`src/rtl/ict_pkg.sv`:
```
package ict_pkg;
    localparam int CODE_W = 8;
    localparam int LANES  = 4;

    typedef enum logic [1:0] {
        ST_ARMED     = 2'd0,
        ST_HELD      = 2'd1,
        ST_HELD_PEND = 2'd2
    } vec_state_e;
endpackage

```
`src/rtl/ict_vec_cell.sv`:
```
module ict_vec_cell
    import ict_pkg::*;
(
    input  logic              clk,
    input  logic              rst_n,
    input  logic              auto_i,
    input  logic              evt_i,
    input  logic [CODE_W-1:0] evt_code_i,
    input  logic              wr_i,
    input  logic [CODE_W-1:0] wr_byte_i,
    output logic [CODE_W-1:0] code_o,
    output logic              msg_o,
    output logic              masked_o
);
    vec_state_e        state_q, state_d;
    logic [CODE_W-1:0] code_q, code_d;
    logic [CODE_W-1:0] pend_q, pend_d;
    logic              msg_q, msg_d;
    logic              evt_live, evt_gated, clr_req, set_req;

    assign evt_live  = evt_i && (evt_code_i != '0);
    assign evt_gated = evt_live && !auto_i;
    assign clr_req   = wr_i && (wr_byte_i == '0);
    assign set_req   = wr_i && (wr_byte_i != '0);

    always_ff @(posedge clk) begin
        if (!rst_n) begin
            state_q <= ST_ARMED;
            code_q  <= '0;
            pend_q  <= '0;
            msg_q   <= 1'b0;
        end else begin
            state_q <= state_d;
            code_q  <= code_d;
            pend_q  <= pend_d;
            msg_q   <= msg_d;
        end
    end

    always_comb begin
        state_d = state_q;
        code_d  = code_q;
        pend_d  = pend_q;
        msg_d   = evt_live && auto_i;
        unique case (state_q)
            ST_ARMED: begin
                if (evt_gated) begin
                    code_d  = evt_code_i;
                    msg_d   = 1'b1;
                    state_d = ST_HELD;
                end else if (set_req) begin
                    code_d  = wr_byte_i;
                    state_d = ST_HELD;
                end
            end
            ST_HELD: begin
                if (clr_req && evt_gated) begin
                    code_d = evt_code_i;
                    msg_d  = 1'b1;
                end else if (clr_req) begin
                    code_d  = '0;
                    state_d = ST_ARMED;
                end else begin
                    if (set_req) code_d = wr_byte_i;
                    if (evt_gated) begin
                        pend_d  = evt_code_i;
                        state_d = ST_HELD_PEND;
                    end
                end
            end
            ST_HELD_PEND: begin
                if (clr_req) begin
                    code_d  = evt_gated ? evt_code_i : pend_q;
                    pend_d  = '0;
                    msg_d   = 1'b1;
                    state_d = ST_HELD;
                end else begin
                    if (set_req) code_d = wr_byte_i;
                    if (evt_gated) pend_d = evt_code_i;
                end
            end
            default: state_d = ST_ARMED;
        endcase
    end

    assign code_o   = code_q;
    assign msg_o    = msg_q;
    assign masked_o = (state_q != ST_ARMED);

    AST_ARMED_FIRES: assert property (@(posedge clk) disable iff (!rst_n)
        (!auto_i && evt_live && !masked_o) |=> (msg_o && masked_o));
    AST_HELD_QUIET: assert property (@(posedge clk) disable iff (!rst_n)
        (!auto_i && masked_o && evt_i && !clr_req) |=> !msg_o);
    AST_EVENT_WINS: assert property (@(posedge clk) disable iff (!rst_n)
        (!auto_i && masked_o && evt_live && clr_req) |=> (msg_o && code_o == $past(evt_code_i)));
    AST_ZERO_CODE_NOP: assert property (@(posedge clk) disable iff (!rst_n)
        (evt_i && evt_code_i == '0 && !wr_i) |=> (!msg_o && $stable(code_o)));
    AST_AUTO_PASS: assert property (@(posedge clk) disable iff (!rst_n)
        (auto_i && evt_live) |=> msg_o);
    AST_AUTO_BYTE_KEEP: assert property (@(posedge clk) disable iff (!rst_n)
        (auto_i && !wr_i) |=> $stable(code_o));
    AST_MASK_TRACKS: assert property (@(posedge clk) disable iff (!rst_n)
        masked_o == (code_o != '0));
endmodule

```
`src/rtl/ict_host_port.sv`:
```
module ict_host_port
    import ict_pkg::*;
#(
    parameter int NUM_VEC   = 32,
    parameter int ADDR_W    = 16,
    parameter int BASE_ADDR = 'h0C00,
    localparam int DATA_W   = LANES * CODE_W
) (
    input  logic                      clk,
    input  logic                      rst_n,
    input  logic [ADDR_W-1:0]         addr_i,
    input  logic                      wr_i,
    input  logic                      rd_i,
    input  logic [LANES-1:0]          wstrb_i,
    input  logic [DATA_W-1:0]         wdata_i,
    input  logic [NUM_VEC*CODE_W-1:0] codes_i,
    output logic [NUM_VEC-1:0]        vec_wr_o,
    output logic [NUM_VEC*CODE_W-1:0] vec_wdata_o,
    output logic [DATA_W-1:0]         rdata_o
);
    localparam logic [ADDR_W-1:0] BASE = ADDR_W'(BASE_ADDR);
    localparam logic [ADDR_W-1:0] SPAN = ADDR_W'(NUM_VEC);

    logic [ADDR_W-1:0] offset;
    logic [ADDR_W-3:0] word_idx;
    logic              hit;
    logic [DATA_W-1:0] rd_word;
    logic [DATA_W-1:0] rdata_q;

    assign offset   = addr_i - BASE;
    assign word_idx = offset[ADDR_W-1:2];
    assign hit      = (addr_i >= BASE) && (offset < SPAN);

    for (genvar v = 0; v < NUM_VEC; v++) begin : g_lane
        assign vec_wr_o[v] = wr_i && hit && (word_idx == (ADDR_W-2)'(v / LANES))
                             && wstrb_i[v % LANES];
        assign vec_wdata_o[v*CODE_W +: CODE_W] = wdata_i[(v % LANES)*CODE_W +: CODE_W];
    end

    always_comb begin
        rd_word = '0;
        if (hit) begin
            for (int lane = 0; lane < LANES; lane++) begin
                if (int'(word_idx) * LANES + lane < NUM_VEC)
                    rd_word[lane*CODE_W +: CODE_W] =
                        codes_i[(int'(word_idx) * LANES + lane)*CODE_W +: CODE_W];
            end
        end
    end

    always_ff @(posedge clk) begin
        if (!rst_n)    rdata_q <= '0;
        else if (rd_i) rdata_q <= rd_word;
    end

    assign rdata_o = rdata_q;

    AST_OOR_READ_ZERO: assert property (@(posedge clk) disable iff (!rst_n)
        (rd_i && !hit) |=> (rdata_o == '0));
    AST_OOR_NO_WRITE: assert property (@(posedge clk) disable iff (!rst_n)
        !hit |-> (vec_wr_o == '0));
    AST_READ_HOLD: assert property (@(posedge clk) disable iff (!rst_n)
        !rd_i |=> $stable(rdata_o));
endmodule

```
`src/rtl/irq_cause_array.sv`:
```
module irq_cause_array
    import ict_pkg::*;
#(
    parameter int NUM_VEC   = 32,
    parameter int ADDR_W    = 16,
    parameter int BASE_ADDR = 'h0C00,
    localparam int VEC_W    = $clog2(NUM_VEC),
    localparam int DATA_W   = LANES * CODE_W
) (
    input  logic               clk,
    input  logic               rst_n,
    input  logic               auto_mask_i,
    input  logic               evt_valid_i,
    input  logic [VEC_W-1:0]   evt_vec_i,
    input  logic [CODE_W-1:0]  evt_code_i,
    input  logic [ADDR_W-1:0]  host_addr_i,
    input  logic               host_wr_i,
    input  logic               host_rd_i,
    input  logic [LANES-1:0]   host_wstrb_i,
    input  logic [DATA_W-1:0]  host_wdata_i,
    output logic [DATA_W-1:0]  host_rdata_o,
    output logic [NUM_VEC-1:0] msg_req_o,
    output logic [NUM_VEC-1:0] masked_o
);
    logic [NUM_VEC*CODE_W-1:0] codes;
    logic [NUM_VEC*CODE_W-1:0] vec_wdata;
    logic [NUM_VEC-1:0]        vec_wr;

    ict_host_port #(
        .NUM_VEC  (NUM_VEC),
        .ADDR_W   (ADDR_W),
        .BASE_ADDR(BASE_ADDR)
    ) i_port (
        .clk        (clk),
        .rst_n      (rst_n),
        .addr_i     (host_addr_i),
        .wr_i       (host_wr_i),
        .rd_i       (host_rd_i),
        .wstrb_i    (host_wstrb_i),
        .wdata_i    (host_wdata_i),
        .codes_i    (codes),
        .vec_wr_o   (vec_wr),
        .vec_wdata_o(vec_wdata),
        .rdata_o    (host_rdata_o)
    );

    for (genvar v = 0; v < NUM_VEC; v++) begin : g_vec
        ict_vec_cell i_cell (
            .clk       (clk),
            .rst_n     (rst_n),
            .auto_i    (auto_mask_i),
            .evt_i     (evt_valid_i && (evt_vec_i == VEC_W'(v))),
            .evt_code_i(evt_code_i),
            .wr_i      (vec_wr[v]),
            .wr_byte_i (vec_wdata[v*CODE_W +: CODE_W]),
            .code_o    (codes[v*CODE_W +: CODE_W]),
            .msg_o     (msg_req_o[v]),
            .masked_o  (masked_o[v])
        );
    end

    AST_SINGLE_EVENT_MSG: assert property (@(posedge clk) disable iff (!rst_n)
        (evt_valid_i && !host_wr_i) |=> ($countones(msg_req_o) <= 1));
endmodule

```
`config.mk`:
```
export PLATFORM = sky130hd
export DESIGN_NAME = irq_cause_array
export DESIGN_NICKNAME = d
export VERILOG_FILES = /design/src/rtl/ict_pkg.sv /design/src/rtl/ict_vec_cell.sv /design/src/rtl/ict_host_port.sv /design/src/rtl/irq_cause_array.sv
export SDC_FILE = /design/constraint.sdc
export NUM_CORES = 2
export LEC_CHECK = 0
export BUFFER_PORTS_ARGS = -buffer_cell sky130_fd_sc_hd__buf_2
export CORE_MARGIN = 3
export CORE_UTILIZATION = 55
export CTS_CLUSTER_DIAMETER = 30
export DETAILED_ROUTE_END_ITERATION = 16
export PLACE_DENSITY = 0.69
export SLEW_MARGIN = 20
export SYNTH_ARGS = -nofsm -noshare
export SYNTH_HDL_FRONTEND = slang
export SYNTH_HIERARCHICAL = 1
export SYNTH_SLANG_ARGS = --single-unit
```
`constraint.sdc`:
```
create_clock -name clk -period 3.89 [get_ports clk]
set_input_delay 0.5835 -clock clk [delete_from_list [all_inputs] [get_ports clk]]
set_output_delay 0.5835 -clock clk [all_outputs]
set_load 0.05 [all_outputs]
```
==> impl_metrics.yaml <==
finish:
  fill_cells: 7750
  final_cell_area_um2: 58200
  drive_gt1_share_pct: 19.1
  area_growth_pct: 13.7
  final_nets: 6126
  final_cell_mix: "a211oi_1 (654), dfxtp_1 (640), nor2_1 (617)"
  layout_commonest_cell: "a211oi_1"
  post-route-util_pct: 63.3
  instances_no_fill: 7293
setup_path:
  criticalPathCategory: "input pin to register"
  worstSetupStartpoint: "host_addr_i[10]"
  crit_path_end_kind: "register"
  critical_path_required_ns: 4.52
  crit_chain: "buf_2, ha_1, or4b_4, a2111oi_4, buf_4, nand3_1, nor3_2, buf_4, and2_1, buf_12, a21bo_2, a22oi_1, a211oi_1, o311a_1"
  crit_arrival_ns: 3.99
  crit_top_cell: "buf_4"
  path_max_fanout: 9
  cp_slowest_stage_delay_ns: 0.59
  r2r-start: "g_vec[27].i_cell/state_q[0]"
  cp_slowest_cell: "or4b_4"
  startpoint_type: "input pin"
timing:
  tightest_slew_ns: 0.956
  hold_viol: 0
  period_needed_ns: 3.36
  whs_ns: 0.195
  fin_tns_setup_ns: 0
  setup_viol: 0
  rsz0062_at_grt: "false"
  skew_ns: 0.0283
  finalCritPeriodShare_pct: 86.3
  clock.fmax_mhz: 298
  relSlewSlack_pct: 36.3
  slew_viol_final: 0
  setup_slack_ns: 0.532
detailed_routing:
  ant_nets: 0
  dr_total_vias: 48301
  first_pass_iters: 8
  wl_um: 171000
  viasPerCell: 6.62
  drc: 0
  wl_per_cell_um: 23.4
  drtIter0Drc: 5874
clocking:
  h-tree-depth: 4
  worstSkewPairLatency_ns: 0.77
  path_clk_slew_ns: 0.04
  cts.sinks: 640
  cts_made_buffers: 183
  cts_tree: "built"
  root_buffer: "clkbuf_16"
  hold_buffers: 0
  cts_resized: 0
  clockBufferDepth: 3
  post_cts_buffers: 0
placement:
  placed_cells: 6952
  gp_congestion: 0.897
  io_buffers: 164
  dp_hpwl_um: 109000
  dpl_cell_area_um2: 51900
  pre_cts_slack_ns: -0.170
grt:
  track_usage_pct: 33.6
  grt.overflow.total: 0
  first_global_vias: 45267
  grt_max_degree: 125
  grt_antenna_before_repair: 8
  grt_first_pass_wirelength_um: 263000
floorplanning:
  die_h_um: 311
  row_count: 111
  dieArea_um2: 96700
  ios: 167
  core_um2: 91900
  initial_core_util_pct: 55.6
  die_w_um: 311
logic_synthesis:
  synth_top_area_share_pct: 25.1
  netlist_instances: 5898
  async_flop_share_pct: 0
  synth-edff-count: 0
  synth_ff_type: "dfxtp_1"
  seq_area_frac_synth_pct: 25.1
  syn_nets: 6130
  yosys.area.top_type: "dfxtp_1"
  synth.ff_latch_count: 640
  ys_warn_count: 6
  synth_area_leaders: "dfxtp_1 (25%), a211oi_1 (9.6%), a22oi_1 (7.5%)"
  syn_area_per_cell_um2: 8.67
  netlist_area_um2: 51100
  ys_types: 58
outcome:
  status: "complete, no violations"
pwr:
  vdd_drop_max_uv: 315
  fin_total_pwr_mw: 25.6
  p_leak_nw: 21.6
  cellPowerDensity_nw_per_um2: 440
run:
  cap_violations: 0
worst_hold_path:
  worstHoldStart: "host_rd_i"
  min_path_type: "input pin to register"
where the power goes:
group	switching, mW	total [mW]	internal [mW]
Clock	4.65	15.1	10.5
Sequential	0.241	7.00	6.76
Combinational	2.39	3.51	1.12
metal layers:
metal / track usage, % / vias to the layer above / wire [um]
li1: - / 22137 / -
met1: 45.4 / 23172 / 71300
met3: 6.22 / 510 / 16000
met2: 50.9 / 2478 / 74400
met5: 0 / - / 27
met4: 17.5 / 4 / 8780
worst paths after layout:
check	end	slack (ns)	cells past startpoint
worst min-delay path	i_port/rdata_o[30]	0.19	3
worst max register to register	g_vec[27].i_cell/pend_q[3]	1.88	7
worst min register to register	i_port/rdata_o[23]	0.44	2
worst max-delay path	g_vec[18].i_cell/code_o[3]	0.53	14
registers in the layout, summed over array words and instances (netlist names):
signal / cells
i_port/rdata_o: 32
g_vec.i_cell/msg_o: 32
g_vec.i_cell/code_o: 256
g_vec.i_cell/pend_q: 256
g_vec.i_cell/state_q: 64
cell usage after synthesis (all sizes together), types with 33 or more instances:
cell type  count
mux2i         95
a21oi        154
dfxtp        640
o311a        224
clkbuf       178
a211oi       686
nor4         128
nor2b        270
nor3b         34
and3          64
o21ai        235
inv          354
mux4          36
nand2b       261
a21boi        34
and2          33
ha           161
nand4b        35
nand3         38
nor2         617
a21bo         33
a22oi        512
nand2        136
nor3         113
buf          498
area by class of cell:
cell class                      instances  area, um^2  area share (%)
Clock buffer                          245        5220            8.98
Timing Repair Buffer                  488        3800            6.53
Sequential cell                       640       12800            22.0
Inverter                              355        1330            2.29
Tap cell                             1243        1560            2.67
Clock inverter                         91        1070            1.84
Antenna cell                            5        12.5          0.0215
Multi-Input combinational cell       4226       32400            55.6
critical path, delay by kind of cell:
| kind | cells | cell delay, ns |
|---|---|---|
| AOI/OAI and AO/OA | 5 | 1.23 |
| adders and majority gates | 1 | 0.31 |
| buffers and inverters | 4 | 0.63 |
| and+or+nand+nor | 4 | 1.21 |
kinds of logic after synthesis:
group	Yosys count	synth area share [%]
multiplexers	144	3.90
flip-flops	640	25.1
AND/OR/NAND/NOR	1738	22.5
buffers and inverters	1032	11.7
AO/OA/AOI/OAI	2151	32.4
XOR/XNOR	32	0.548
adder cells (fa/ha/maj)	161	3.94
(Power assumes the default switching activity.)
